<file path="config.mk">
export PLATFORM = sky130hd
export DESIGN_NAME = ccr_branch_unit
export DESIGN_NICKNAME = d
export VERILOG_FILES = /design/src/rtl/ccr_pkg.sv /design/src/rtl/ccr_flag_calc.sv /design/src/rtl/ccr_flag_reg.sv /design/src/rtl/ccr_cond_eval.sv /design/src/rtl/ccr_branch_unit.sv
export SDC_FILE = /design/constraint.sdc
export NUM_CORES = 1
export LEC_CHECK = 0
export ABC_AREA = 1
export BUFFER_PORTS_ARGS = -buffer_cell sky130_fd_sc_hd__clkbuf_2
export CAP_MARGIN = 20
export CORE_ASPECT_RATIO = 1.4
export CORE_MARGIN = 2
export CORE_UTILIZATION = 39
export DETAILED_ROUTE_END_ITERATION = 8
export GPL_ROUTABILITY_DRIVEN = 0
export PLACE_DENSITY_LB_ADDON = 0.25
export SETUP_SLACK_MARGIN = 0.5
export SYNTH_ARGS = -nofsm -noshare
export SYNTH_HDL_FRONTEND = slang
export SYNTH_SLANG_ARGS = --single-unit
</file>
<file path="constraint.sdc">
create_clock -name clk -period 1.81 [get_ports clk]
set_input_delay 0.543 -clock clk [delete_from_list [all_inputs] [get_ports clk]]
set_output_delay 0.543 -clock clk [all_outputs]
set_load 0.02 [all_outputs]
</file>
<file path="src/rtl/ccr_pkg.sv">
package ccr_pkg;

  typedef struct packed {
    logic n;
    logic z;
    logic v;
    logic c;
  } ccr_flags_t;

  typedef enum logic {
    UPD_ADD  = 1'b0,
    UPD_LOAD = 1'b1
  } upd_mode_t;

  localparam int COND_W = 4;

endpackage

</file>
<file path="src/rtl/ccr_flag_calc.sv">
module ccr_flag_calc
  import ccr_pkg::*;
#(
  parameter int DATA_W = 8,
  parameter int WIDE_W = 16
) (
  input  upd_mode_t             mode,
  input  logic [DATA_W-1:0]     op_a,
  input  logic [DATA_W-1:0]     op_b,
  input  logic [WIDE_W-1:0]     wide_val,
  input  ccr_flags_t            cur,
  output ccr_flags_t            nxt
);

  localparam int SUM_W = DATA_W + 1;
  localparam int MSB   = DATA_W - 1;
  localparam int WMSB  = WIDE_W - 1;

  logic [SUM_W-1:0]  sum_ext;
  logic [DATA_W-1:0] sum;
  ccr_flags_t        add_f;
  ccr_flags_t        load_f;

  always_comb begin
    sum_ext = {1'b0, op_a} + {1'b0, op_b};
    sum     = sum_ext[DATA_W-1:0];
    add_f.n = sum[MSB];
    add_f.z = (sum == '0);
    add_f.c = sum_ext[DATA_W];
    add_f.v = (op_a[MSB] & op_b[MSB] & ~sum[MSB]) |
              (~op_a[MSB] & ~op_b[MSB] & sum[MSB]);
  end

  always_comb begin
    load_f.n = wide_val[WMSB];
    load_f.z = (wide_val == '0);
    load_f.v = 1'b0;
    load_f.c = cur.c;
  end

  assign nxt = (mode == UPD_LOAD) ? load_f : add_f;

endmodule

</file>
<file path="src/rtl/ccr_flag_reg.sv">
module ccr_flag_reg
  import ccr_pkg::*;
(
  input  logic       clk,
  input  logic       rst,
  input  logic       upd_valid,
  input  ccr_flags_t nxt,
  output ccr_flags_t flags
);

  always_ff @(posedge clk) begin
    if (rst)            flags <= '0;
    else if (upd_valid) flags <= nxt;
  end

  p_hold_r6: assert property (@(posedge clk) disable iff (rst)
    !upd_valid |=> $stable(flags))
    else $error("flags moved without an update strobe (R6)");

endmodule

</file>
<file path="src/rtl/ccr_cond_eval.sv">
module ccr_cond_eval
  import ccr_pkg::*;
(
  input  logic              clk,
  input  logic              rst,
  input  logic [COND_W-1:0] sel,
  input  ccr_flags_t        flags,
  output logic              taken
);

  logic sgn_lt;
  logic base;
  logic decision;

  always_comb begin
    sgn_lt = flags.n ^ flags.v;
    unique case (sel[COND_W-1:1])
      3'd0: base = 1'b1;
      3'd1: base = ~(flags.c | flags.z);
      3'd2: base = ~flags.c;
      3'd3: base = ~flags.z;
      3'd4: base = ~flags.v;
      3'd5: base = ~flags.n;
      3'd6: base = ~sgn_lt;
      default: base = ~(flags.z | sgn_lt);
    endcase
    decision = base ^ sel[0];
  end

  always_ff @(posedge clk) begin
    if (rst) taken <= 1'b0;
    else     taken <= decision;
  end

  p_always_r7: assert property (@(posedge clk) disable iff (rst)
    (sel == 4'h0) |=> taken)
    else $error("code 0 not taken (R7)");

  p_never_r7: assert property (@(posedge clk) disable iff (rst)
    (sel == 4'h1) |=> !taken)
    else $error("code 1 taken (R7)");

  p_eq_r7: assert property (@(posedge clk) disable iff (rst)
    (sel == 4'h7 && flags.z) |=> taken)
    else $error("equal test missed with Z set (R7)");

  p_hi_r8: assert property (@(posedge clk) disable iff (rst)
    (sel == 4'h2 && flags.c) |=> !taken)
    else $error("higher taken with carry set (R8)");

endmodule

</file>
<file path="src/rtl/ccr_branch_unit.sv">
module ccr_branch_unit
  import ccr_pkg::*;
#(
  parameter int DATA_W = 8,
  parameter int WIDE_W = 16
) (
  input  logic              clk,
  input  logic              rst,
  input  logic              upd_valid,
  input  logic              upd_mode,
  input  logic [DATA_W-1:0] add_a,
  input  logic [DATA_W-1:0] add_b,
  input  logic [WIDE_W-1:0] load_val,
  input  logic [3:0]        cond_sel,
  output logic              flag_n,
  output logic              flag_z,
  output logic              flag_v,
  output logic              flag_c,
  output logic              taken
);

  localparam int MSB = DATA_W - 1;

  ccr_flags_t flags_q;
  ccr_flags_t flags_nxt;
  upd_mode_t  mode;

  assign mode = upd_mode_t'(upd_mode);

  ccr_flag_calc #(.DATA_W(DATA_W), .WIDE_W(WIDE_W)) u_calc (
    .mode     (mode),
    .op_a     (add_a),
    .op_b     (add_b),
    .wide_val (load_val),
    .cur      (flags_q),
    .nxt      (flags_nxt)
  );

  ccr_flag_reg u_reg (
    .clk       (clk),
    .rst       (rst),
    .upd_valid (upd_valid),
    .nxt       (flags_nxt),
    .flags     (flags_q)
  );

  ccr_cond_eval u_eval (
    .clk   (clk),
    .rst   (rst),
    .sel   (cond_sel),
    .flags (flags_q),
    .taken (taken)
  );

  assign flag_n = flags_q.n;
  assign flag_z = flags_q.z;
  assign flag_v = flags_q.v;
  assign flag_c = flags_q.c;

  p_wrap_zero_r3: assert property (@(posedge clk) disable iff (rst)
    (upd_valid && !upd_mode && add_a != '0 && DATA_W'(add_a + add_b) == '0)
      |=> (flag_z && flag_c))
    else $error("wrap to zero lacks Z or C (R3)");

  p_mixed_sign_r4: assert property (@(posedge clk) disable iff (rst)
    (upd_valid && !upd_mode && (add_a[MSB] != add_b[MSB])) |=> !flag_v)
    else $error("overflow from mixed-sign add (R4)");

  p_load_r5: assert property (@(posedge clk) disable iff (rst)
    (upd_valid && upd_mode) |=> (!flag_v && flag_c == $past(flag_c)))
    else $error("load touched V or C wrongly (R5)");

endmodule

</file>
# After elaboration in Yosys (flattened, before gate mapping)

Cells that the tools add are included.

Register bits after elaboration: 5
Logic and storage cells: 38
Bits in writable memories: 0
Output and inout bits: 5
ROM bits: 0
Input bits: 40
Latch bits: 0
Memories: 0

Add/sub/neg operators: 1
Equality and inequality tests: 6
Divide/modulo/power cells: 0
Multipliers: 0
Reductions and logical operators: 4
Bitwise logic cells: 20
Order comparisons: 0
Shift-type cells: 0
Mux-type cells: 2

Operators with widths:

| cell                                                                  | number |
|---|---|
| 16-bit zero test                                                      | 1 |
| 1-bit inverter                                                        | 11 |
| 8-bit by 8-bit adder with 9-bit output                                | 1 |
| 3-bit equality test, second input constant                            | 3 |
| 8-bit zero test                                                       | 1 |
| 1-bit case mux with 7 select lines                                    | 1 |
| 3-bit by 2-bit equality test with 1-bit output, second input constant | 2 |
| 1-bit AND                                                             | 4 |
| 4-bit two-way mux                                                     | 1 |
| 3-bit by 1-bit equality test with 1-bit output, second input constant | 1 |
| 3-bit zero test                                                       | 1 |
| 1-bit bitwise OR                                                      | 3 |
| 2-bit AND reduction                                                   | 1 |
| 1-bit XOR                                                             | 2 |

# Logic depth before layout (Yosys ltp)

Gate-level depths: netlist of run 1.

Depth after elaboration: 5
Depth in mapped cells: 11
Gate-level depth less buffers: 11

# Hierarchy

From an unflattened synthesis of run 1, not the netlist that was laid out.

Cells, all modules: 147
Area total of the unflattened synthesis: 830.8 um^2

Modules (own cells, without submodules):

| module        | cells each | sequential area each (um^2) | instances | area an instance (um^2) |
|---|---|---|---|---|
| ccr_flag_calc | 96         | 0.0                         | 1         | 515.5 |
| ccr_flag_reg  | 26         | 80.1                        | 1         | 172.7 |
| ccr_cond_eval | 25         | 20.0                        | 1         | 142.6 |

# Worst setup path after synthesis of run 1

Ideal clock, no wire load.

Path type: input to register
Start: input port add_a[0]
End: register, netlist name u_reg.flags[2]
Library setup time: 66 ps
Cell stages on the path: 9
Path slack: -45 ps
Data required time: 1744 ps
Buffers on the path: 0
Arrival time: 1789 ps
Path through: ha_1 fa_1 nor3_1 o21ai_0 a21oi_1 nand2_1 nor2_1 nand2_1 a21oi_2

Word-level cells in the longest chain between the ends: 3

Ends and longest elaborated chain:

| item                                   | line                  | text |
|---|---|---|
| start: declaration                     | ccr_branch_unit.sv:11 | `input logic [DATA_W-1:0] add_a,` |
| 8-bit by 8-bit adder with 9-bit output | ccr_flag_calc.sv:25   | `sum_ext = {1'b0, op_a} + {1'b0, op_b};` |
| 8-bit zero test                        | ccr_flag_calc.sv:28   | `add_f.z = (sum == '0);` |
| 4-bit two-way mux                      | ccr_flag_calc.sv:41   | `assign nxt = (mode == UPD_LOAD) ? load_f : add_f;` |

Every way passes these cells.
A chain may end at the register's enable or synchronous reset.

# Worst setup path after layout of run 1

Start: input port add_a[0]
End: register, netlist name u_reg.flags[2]

Word-level cells in the longest chain between the ends: 3

Ends and longest elaborated chain:

| item                                   | line |
|---|---|
| 8-bit by 8-bit adder with 9-bit output | ccr_flag_calc.sv:25 |
| 8-bit zero test                        | ccr_flag_calc.sv:28 |
| 4-bit two-way mux                      | ccr_flag_calc.sv:41 |

Every way passes these cells.

==> metrics.md, run 1 <==
| Metric | Value |
|---|---|
| Status | `finished, final reports clean` |
| Worst reg-to-reg path cell count | `7` |
| HP Class | `reg2reg` |
| Synth area leader | `ha_1` |
| Via-per-instance ratio | `4.96` |
| Seq/Total Area, Yosys | `13.1%` |
| Initial DRC count | `3` |
| Initial core utilization | `42.4%` |
| DRC viols | `0` |
| Placed Area | `1090 µm²` |
| Synth top area cells | `ha_1 15%, nand2_1 15%, dfxtp_1 13%, inv_1 10%, nor2_1 7.4%` |
| TritonRoute pass-1 iters | `3` |
| Final net count | `230` |
| Pwr dens | `449 nW/µm²` |
| Clock sink count | `5` |
| Net count after synthesis | `177` |
| Routed vias | `987` |
| Most frequent cells in the layout | `37 x clkbuf_2, 26 x nand2_1, 21 x inv_1` |
| Share of the synthesized area in the top cell type | `14.8%` |
| Final Critical Period | `1720 ps` |
| Root Driver | `clkbuf_4` |
| Die Area | `2330 µm²` |
| Synth Instances | `127` |
| RSZ-0062 raised after global routing | `yes` |
| Max-slew violations | `0` |
| Register bit total from synthesis | `5` |
| # rows | `18` |
| Final worst slack | `89.9 ps` |
| Reg2reg start | `u_reg.flags[3]` |
| Post-Route WL | `1940 µm` |
| Vias in the first global route | `873` |
| CP startpoint kind | `input pin` |
| Number of H-tree levels | `1` |
| Clk Latency, worst-skew pair | `240 ps` |
| Setup slack, reg-to-reg | `720 ps` |
| Clk buf depth | `2` |
| GRT overflow | `0` |
| Mapped Area | `763 µm²` |
| Post-route ant nets | `0` |
| Crit Path Category | `in2reg` |
| WL/cell | `9.76 µm` |
| DP Worst Slack | `-183 ps` |
| R2r endpoint | `u_eval.taken` |
| Setup crit end | `u_reg.flags[2]` |
| Max Clock Freq | `581 MHz` |
| Largest net degree at the start of global routing | `6` |
| Fillcell total | `158` |
| Clk_skew | `2.50 ps` |
| Hold-fix buffers, CTS | `0` |
| Final period util | `95.0%` |
| Worst setup EP type | `flip-flop` |
| Synth warn | `0` |
| Most common library cell in the layout ignoring fill and taps | `clkbuf_2` |
| N_diodes | `0` |
| Initial antenna violation count | `0` |
| Min Hold Slack | `486 ps` |
| Chip width | `41.4 µm` |
| Clk slew on worst S/H paths | `40 ps` |
| CTS tree | `yes` |
| Total Power | `0.555 mW` |
| Share of cells above drive strength 1 | `46.4%` |
| Static Leak | `0.662 nW` |
| Arrival time worst endpoint | `1900 ps` |
| Final Hold Fails | `0` |
| Slew HR | `85.2%` |
| WP data required | `1990 ps` |
| Avg Inst Size Synth | `6.01 µm²` |
| Buffers on Ports | `44` |
| Total CTS buffers | `3` |
| Crit path launch | `add_a[0]` |
| Area occupied by multi-input gates | `713 µm²` |
| Core area | `1800 µm²` |
| Num ports | `45` |
| Reg area | `103 µm²` |
| Final setup violation count | `0` |
| DP Wirelength | `1650 µm` |
| Design area | `1240 µm²` |
| Maximum vdd drop | `284 µV` |
| Tot GR Track Use | `17.2%` |
| Area Growth Syn to Fin | `62.1%` |
| Unique masters post-synth | `23` |
| Global-route wire length before repair | `2980 µm` |
| Die H | `56.3 µm` |
| Max cap viols | `0` |
| Crit-path max FO | `2` |
| Slew @ Worst Pin | `220 ps` |
flip-flops by register name, summed over array words and instances, names as in the netlist:
signal,cells
u_eval.taken,1
u_reg.flags,4
Yosys cell counts, drive strengths merged:
cell type / n
nor4: 1
nand4: 1
a31oi: 1
ha: 9
o21ai: 6
nand2: 36
nor3: 2
fa: 1
inv: 22
o211ai: 1
nor2: 15
mux2i: 1
nand3b: 3
dfxtp: 5
a21oi: 9
o31ai: 1
nand3: 13
routing by layer:
layer | part of all wire (%) | GRT usage, %
met1 | 35 | 16.5
met2 | 55 | 33.7
met3 | 9.0 | 1.19
met4 | 1.1 | 5.53
met5 | 0 | 0
worst min path at each step:
stage | endpoint | slack [ps] | cells past startpoint | startpoint
3_3_place_gp | u_reg.flags[3] | 470 | 2 | u_reg.flags[3]
6_report | u_reg.flags[1] | 490 | 2 | u_reg.flags[1]
2_1_floorplan | u_reg.flags[3] | 550 | 2 | u_reg.flags[3]
5_1_grt | u_reg.flags[1] | 480 | 2 | rst
3_5_place_dp | u_reg.flags[3] | 490 | 2 | u_reg.flags[3]
4_1_cts | u_reg.flags[1] | 490 | 2 | rst
final cells by class:
| type | count | share of cell area [%] |
|---|---|---|
| multi-input cells | 100 | 57.6 |
| repair buffers | 48 | 23.3 |
| flip-flops and latches | 5 | 8.29 |
| inverters | 22 | 6.67 |
| clock buffers | 4 | 2.12 |
| well taps | 20 | 2.02 |
timing repair:
action / CTS / global route
cloned: 0 / 0
buffers inserted: 2 / 2
resized for setup: 8 / 19
pin swaps: 6 / 8
setup endpoints to repair: 7 / 9
kinds of logic after synthesis:
family | share of synthesized area (%)
AND/OR/NAND/NOR | 42.8
buffers and inverters | 10.8
AO/OA/AOI/OAI | 14.6
adder cells (fa/ha/maj) | 17.4
flip-flops | 13.1
multiplexers | 1.31
power breakdown:
group	leakage [nW]	switching [mW]	internal, mW
clock	0.0150	0.0447	0.0833
sequential	0.0420	0.00568	0.119
combinational	0.605	0.156	0.147
stage by stage:
stage               cells  util, %  setup TNS, ps
floorplan             127        -              0
global placement      191     60.4           -178
detailed placement    191     60.4           -294
CTS                   197     65.0              0
global route          199     68.7          -35.0
finish                199     68.7              0
critical path, cell delays in order:
cell and delay [ps]:
buf_6 100, ha_4 150, fa_2 420, nor3_2 120, o21ai_1 80, a21oi_1 130, nand2_1 90, nor2_2 100
nand2_1 60, a21oi_2 100
Note: power is estimated with default switching activity, not from simulation.
==> run 2, diff against run 1 <==
- PLACE_DENSITY_LB_ADDON: 0.25 -> 0.1
- SLEW_MARGIN: unset -> 20
==> run 2 against run 1 <==
Design area is 5.1% lower. Sequential share of layout area up 0.65 points. Count of clock-buffer cells in the layout unchanged. Routed wire length fell by 9.6%. First-iteration DRC count rose to 3.0 times the previous value. Via count is 4.7% lower. Total power decreased by 5.6%. Cell count is 1.5% lower. Worst setup slack improved by 44 ps. Die area did not move. Largest cell class unchanged. Highest routed layer unchanged.
==> metrics.md, run 2 (synthesis gave the netlist of run 1 again) <==
| Metric | Value |
|---|---|
| Max cap viols | `0 (unchanged)` |
| CTS tree | `yes (unchanged)` |
| Arrival time worst endpoint | `1850 ps (was 1900 ps)` |
| Num ports | `45 (unchanged)` |
| Design area | `1170 µm² (was 1240 µm²)` |
| DRC viols | `0 (unchanged)` |
| Chip width | `41.4 µm (unchanged)` |
| Initial core utilization | `42.4% (unchanged)` |
| Die H | `56.3 µm (unchanged)` |
| Total Power | `0.524 mW (was 0.555 mW)` |
| R2r endpoint | `u_eval.taken (unchanged)` |
| Number of H-tree levels | `1 (unchanged)` |
| Final Hold Fails | `0 (unchanged)` |
| Largest net degree at the start of global routing | `6 (unchanged)` |
| Largest regs | `u_reg.flags: 4 flops, u_eval.taken: 1 flops (unchanged)` |
| GR peak layer | `met2 (unchanged)` |
| Max reg flops | `4 (unchanged)` |
| Largest Register | `u_reg.flags (unchanged)` |
| Clk buf depth | `2 (unchanged)` |
| Clock sink count | `5 (unchanged)` |
| Initial DRC count | `9 (was 3)` |
| # rows | `18 (unchanged)` |
| Total CTS buffers | `3 (unchanged)` |
| WP data required | `1980 ps (was 1990 ps)` |
| Worst setup EP type | `flip-flop (unchanged)` |
| Met2 Resource Use GR | `30.1% (was 33.7%)` |
| Met1 Usage GRT | `17.5% (was 16.5%)` |
| Die Area | `2330 µm² (unchanged)` |
| Vias in the first global route | `823 (was 873)` |
| Pwr dens | `446 nW/µm² (was 449 nW/µm²)` |
| Worst reg-to-reg path cell count | `7 (unchanged)` |
| Max Clock Freq | `597 MHz (was 581 MHz)` |
| Status | `finished, final reports clean (unchanged)` |
| Initial antenna violation count | `0 (unchanged)` |
| RSZ-0062 raised after global routing | `yes (unchanged)` |
| Maximum vdd drop | `209 µV (was 284 µV)` |
| Via-per-instance ratio | `4.80 (was 4.96)` |
| Util after Layout | `65.2% (was 68.7%)` |
| Clk Latency, worst-skew pair | `240 ps (about the same)` |
| Static Leak | `0.638 nW (was 0.662 nW)` |
| DP Wirelength | `1550 µm (was 1650 µm)` |
| Min-delay src | `u_reg.flags[3] (was u_reg.flags[1])` |
| Crit-path max FO | `3 (was 2)` |
| Reg2reg start | `u_reg.flags[3] (unchanged)` |
| Tot GR Track Use | `17.0% (was 17.2%)` |
| WL/cell | `8.95 µm (was 9.76 µm)` |
| Fillcell total | `177 (was 158)` |
| Cell Count, Final, Fillers Out | `196 (was 199)` |
| Post-route ant nets | `0 (unchanged)` |
| Share of cells above drive strength 1 | `40.9% (was 46.4%)` |
| N_diodes | `0 (unchanged)` |
| Core area | `1800 µm² (unchanged)` |
| Slew @ Worst Pin | `213 ps (was 220 ps)` |
| Post-Route WL | `1760 µm (was 1940 µm)` |
| Hold Path Sink | `u_reg.flags[3] (was u_reg.flags[1])` |
| Hold-fix buffers, CTS | `0 (unchanged)` |
| Final Critical Period | `1680 ps (was 1720 ps)` |
| Buffers on Ports | `44 (unchanged)` |
| Met3 GRT Util | `1.19% (unchanged)` |
| Setup slack, reg-to-reg | `710 ps (was 720 ps)` |
| HP Class | `reg2reg (unchanged)` |
| Global-route wire length before repair | `2860 µm (was 2980 µm)` |
| Root Driver | `clkbuf_4 (unchanged)` |
| GRT overflow | `0 (unchanged)` |
| Most common library cell in the layout ignoring fill and taps | `clkbuf_2 (unchanged)` |
| Clk_skew | `0.610 ps (was 2.50 ps)` |
| Area Growth Syn to Fin | `53.9% (was 62.1%)` |
| Final setup violation count | `0 (unchanged)` |
| Min-Delay Path Depth | `2 (unchanged)` |
| TritonRoute pass-1 iters | `4 (was 3)` |
| CP startpoint kind | `input pin (unchanged)` |
| Crit Path Category | `in2reg (unchanged)` |
| Placed Area | `1090 µm² (unchanged)` |
| Post-Place Cells | `191 (unchanged)` |
| Slew HR | `85.7% (was 85.2%)` |
| Clk slew on worst S/H paths | `40 ps (about the same)` |
| Most frequent cells in the layout | `38 x clkbuf_2, 28 x nand2_1, 21 x inv_1 (was 37 x clkbuf_2, 26 x nand2_1, 21 x inv_1)` |
| Final period util | `92.6% (was 95.0%)` |
| Max-slew violations | `0 (unchanged)` |
| Routed vias | `941 (was 987)` |
| Final net count | `227 (was 230)` |
run 2: timing repair:
action / in CTS / in global routing
endpoints found under the setup margin: 8 / 8
setup buffers: 0 / 1
gates cloned: 0 / 0
pin swaps: 11 / 7
resized for setup: 10 / 6
run 2: how the worst max path moves through the flow:
stage                      to  cells past startpoint  slack, ps  startpoint
6_report       u_reg.flags[2]                     12        130    add_a[0]
5_1_grt        u_reg.flags[2]                     10         -4    add_a[0]
4_1_cts        u_reg.flags[2]                     12        150    add_a[0]
3_5_place_dp   u_reg.flags[2]                     12       -150    add_a[0]
3_3_place_gp   u_reg.flags[2]                     10       -120    add_a[0]
2_1_floorplan  u_reg.flags[2]                      9         60    add_a[0]
run 2: layout make-up:
type,instances,area [µm²],share of cell area (%)
Clock buffer,4,26.3,2.24
Tap cell,20,25.0,2.13
Sequential cell,5,105,8.95
Multi-Input combinational cell,100,673,57.3
Inverter,22,82.6,7.03
Timing Repair Buffer,45,263,22.4
run 2: per-layer routing:
metal	vias to the layer above	routed length, µm
met5	-	0
met4	0	16
met3	2	133
met2	31	907
met1	395	698
li1	513	-
run 2: critical path: stages:
cell,delay [ps]
buf_6,100
ha_4,150
fa_2,360
nand2_2,100
nand3_2,70
nand3b_1,110
nand2_1,80
nand2_1,60
nand2_1,40
nor2_1,70
nand2_1,70
a21oi_2,100
run 2: metrics by stage:
stage	hold WS [ps]	setup WS, ps	TNS (ps)
global route	490	-3.99	-3.99
global placement	471	-117	-183
detailed placement	479	-154	-249
CTS	479	149	0
finish	473	134	0
floorplan	546	59.8	0
run 2: where the power goes:
part	internal, mW	total (mW)	switching (mW)
Sequential	0.118	0.123	0.00543
Clock	0.0832	0.126	0.0432
Combinational	0.134	0.275	0.141
==> run 3, diff against run 2 <==
--- a/config.mk
+++ b/config.mk
@@ -16,4 +16,5 @@
 export PLACE_DENSITY_LB_ADDON = 0.1
 export SETUP_SLACK_MARGIN = 0.5
+export SKIP_LAST_GASP = 1
 export SLEW_MARGIN = 20
 export SYNTH_ARGS = -nofsm -noshare
==> constraint.sdc (replaced) <==
create_clock -name clk -period 1.81 [get_ports clk]
set_input_delay 0.181 -clock clk [delete_from_list [all_inputs] [get_ports clk]]
set_output_delay 0.181 -clock clk [all_outputs]
set_load 0.02 [all_outputs]
==> run 3 against run 2 <==
Sequential share of layout area grew 0.16 points. Die area unchanged. Hold slack got worse by 340 ps. First-iteration DRC count unchanged. Maximum frequency grew 32%. Cell count stayed put. Combinational power decreased by 8.4%. Critical endpoint unchanged.
==> metrics.md, run 3 (synthesis gave the netlist of run 1 again) <==
| Metric | Value |
|---|---|
| CP delay by family, top | `simple AND/OR/NAND/NOR gates (unchanged)` |
| Max-slew violations | `0 (unchanged)` |
| Most common library cell in the layout ignoring fill and taps | `clkbuf_2 (unchanged)` |
| Clk Latency, worst-skew pair | `240 ps (about the same)` |
| Final setup violation count | `0 (unchanged)` |
| Routed vias | `928 (was 941)` |
| Root Driver | `clkbuf_4 (unchanged)` |
| CTS tree | `yes (unchanged)` |
| DP Worst Slack | `214 ps (was -154 ps)` |
| Clk_skew | `6.89 ps (was 0.610 ps)` |
| HP Class | `in2reg (was reg2reg)` |
| Tot GR Track Use | `16.2% (was 17.0%)` |
| Cell Count, Final, Fillers Out | `196 (unchanged)` |
| TritonRoute pass-1 iters | `4 (unchanged)` |
| Max Clock Freq | `787 MHz (was 597 MHz)` |
| Maximum vdd drop | `243 µV (was 209 µV)` |
| Initial DRC count | `9 (unchanged)` |
| Status | `finished, final reports clean (unchanged)` |
| Initial antenna violation count | `0 (unchanged)` |
| Die H | `56.3 µm (unchanged)` |
| Slew HR | `84.9% (was 85.7%)` |
| Final period util | `70.2% (was 92.6%)` |
| RSZ-0062 raised after global routing | `yes (unchanged)` |
| Share of cells above drive strength 1 | `38.1% (was 40.9%)` |
| Number of H-tree levels | `1 (unchanged)` |
| Largest net degree at the start of global routing | `6 (unchanged)` |
| Post-Place Cells | `191 (unchanged)` |
| Post-route ant nets | `0 (unchanged)` |
| Total CTS buffers | `3 (unchanged)` |
| Largest Register | `u_reg.flags (unchanged)` |
| Final Critical Period | `1270 ps (was 1680 ps)` |
| Pwr dens | `460 nW/µm² (was 446 nW/µm²)` |
| Util after Layout | `61.0% (was 65.2%)` |
| Final net count | `227 (unchanged)` |
| Crit path top cell by count | `nand2_1 (unchanged)` |
| Setup slack, reg-to-reg | `660 ps (was 710 ps)` |
| Max cap viols | `0 (unchanged)` |
| # rows | `18 (unchanged)` |
| Most frequent cells in the layout | `42 x clkbuf_2, 29 x nand2_1, 21 x inv_1 (was 38 x clkbuf_2, 28 x nand2_1, 21 x inv_1)` |
| Clock sink count | `5 (unchanged)` |
| Final Hold Fails | `0 (unchanged)` |
| Setup crit end | `u_reg.flags[2] (unchanged)` |
| Worst setup EP type | `flip-flop (unchanged)` |
| Max reg flops | `4 (unchanged)` |
| N_diodes | `0 (unchanged)` |
| Slew @ Worst Pin | `224 ps (was 213 ps)` |
| Static Leak | `0.627 nW (was 0.638 nW)` |
| Vias in the first global route | `808 (was 823)` |
| Hold-fix buffers, CTS | `0 (unchanged)` |
| Die Area | `2330 µm² (unchanged)` |
| CP max stage cell | `fa_2 (unchanged)` |
| CP startpoint kind | `input pin (unchanged)` |
| Chip width | `41.4 µm (unchanged)` |
| Post-Route WL | `1770 µm (was 1760 µm)` |
| Clk slew on worst S/H paths | `50 ps (was 40 ps)` |
| GRT overflow | `0 (unchanged)` |
| Post-route setup TNS | `0 ps (unchanged)` |
| Final worst slack | `539 ps (was 134 ps)` |
| Critical path's largest stage delay | `360 ps (about the same)` |
| DP Wirelength | `1580 µm (was 1550 µm)` |
| Initial core utilization | `42.4% (unchanged)` |
| Core area | `1800 µm² (unchanged)` |
| Reg2reg start | `u_reg.flags[3] (unchanged)` |
| Crit Path Category | `in2reg (unchanged)` |
| Via-per-instance ratio | `4.73 (was 4.80)` |
| Fillcell total | `208 (was 177)` |
| R2r endpoint | `u_eval.taken (unchanged)` |
| Cell depth of the worst setup path | `12 (unchanged)` |
| DRC viols | `0 (unchanged)` |
| Buffers on Ports | `44 (unchanged)` |
| Crit path buf inv count | `1 (unchanged)` |
| Num ports | `45 (unchanged)` |
| Crit-path max FO | `3 (unchanged)` |
| Worst reg-to-reg path cell count | `7 (unchanged)` |
| Arrival time worst endpoint | `1450 ps (was 1850 ps)` |
| Clk buf depth | `2 (unchanged)` |
| WL/cell | `9.03 µm (was 8.95 µm)` |
| Area Growth Syn to Fin | `44.1% (was 53.9%)` |
| Largest regs | `u_reg.flags: 4 flops, u_eval.taken: 1 flops (unchanged)` |
| Crit path launch | `add_a[0] (unchanged)` |
| Global-route wire length before repair | `2770 µm (was 2860 µm)` |
| Cell Chain, Critical Path | `buf_6 -> ha_4 -> fa_2 -> nand2_2 -> nand3_2 -> nand3b_1 -> nand2_1 -> nand2_1 -> nand2_1 -> nor2_1 -> nand2_1 -> a21oi_2 (unchanged)` |
| WP data required | `1990 ps (was 1980 ps)` |
[run 3: cell count changes in the layout (fill, tap and decap cells not counted), sizes merged]
| cell | change |
|---|---|
| clkbuf | +1 |
| buf | -1 |
[run 3: timing repair]
item,4_1_cts,5_1_grt
setup endpoints to repair,1,4
resized for setup,2,7
pin swaps,2,3
hold endpoints to repair,0,0
setup buffers,1,0
[run 3: layer usage]
metal | wire (µm) | share of wire [%] | up-vias | global-route usage [%]
met5 | 0 | 0 | - | 0
met4 | 29 | 1.6 | 0 | 6.91
met3 | 70 | 4.0 | 4 | 1.19
met2 | 1010 | 57 | 19 | 30.8
met1 | 656 | 37 | 393 | 15.6
li1 | - | - | 512 | -
[run 3: power breakdown]
part | total [mW] | switching, mW | internal [mW]
sequential | 0.123 | 0.00498 | 0.118
combinational | 0.252 | 0.135 | 0.117
clock | 0.131 | 0.0472 | 0.0834
[run 3: metrics by stage]
| stage | hold slack (ps) | instance area (µm²) | total power, mW |
|---|---|---|---|
| floorplan | 250 | 778 | 0.283 |
| global placement | 382 | 1020 | 0.358 |
| detailed placement | 382 | 1020 | 0.364 |
| CTS | 128 | 1070 | 0.503 |
| global route | 143 | 1100 | 0.553 |
| finish | 131 | 1100 | 0.506 |
[run 3: worst min path at each step]
stage / start / to / slack, ps / cells past startpoint
6_report: rst / u_reg.flags[3] / 130 / 2
5_1_grt: rst / u_reg.flags[3] / 140 / 2
4_1_cts: rst / u_reg.flags[3] / 130 / 2
3_5_place_dp: rst / u_reg.flags[3] / 380 / 2
3_3_place_gp: rst / u_reg.flags[1] / 380 / 2
2_1_floorplan: rst / u_reg.flags[1] / 250 / 1
[run 3: area by class of cell]
class                           instances  area, µm²  area share (%)
Sequential cell                         5        100            9.10
Tap cell                               20       25.0            2.28
Multi-Input combinational cell        100        626            56.9
Inverter                               22       82.6            7.51
Timing Repair Buffer                   45        240            21.8
Clock buffer                            4       26.3            2.39
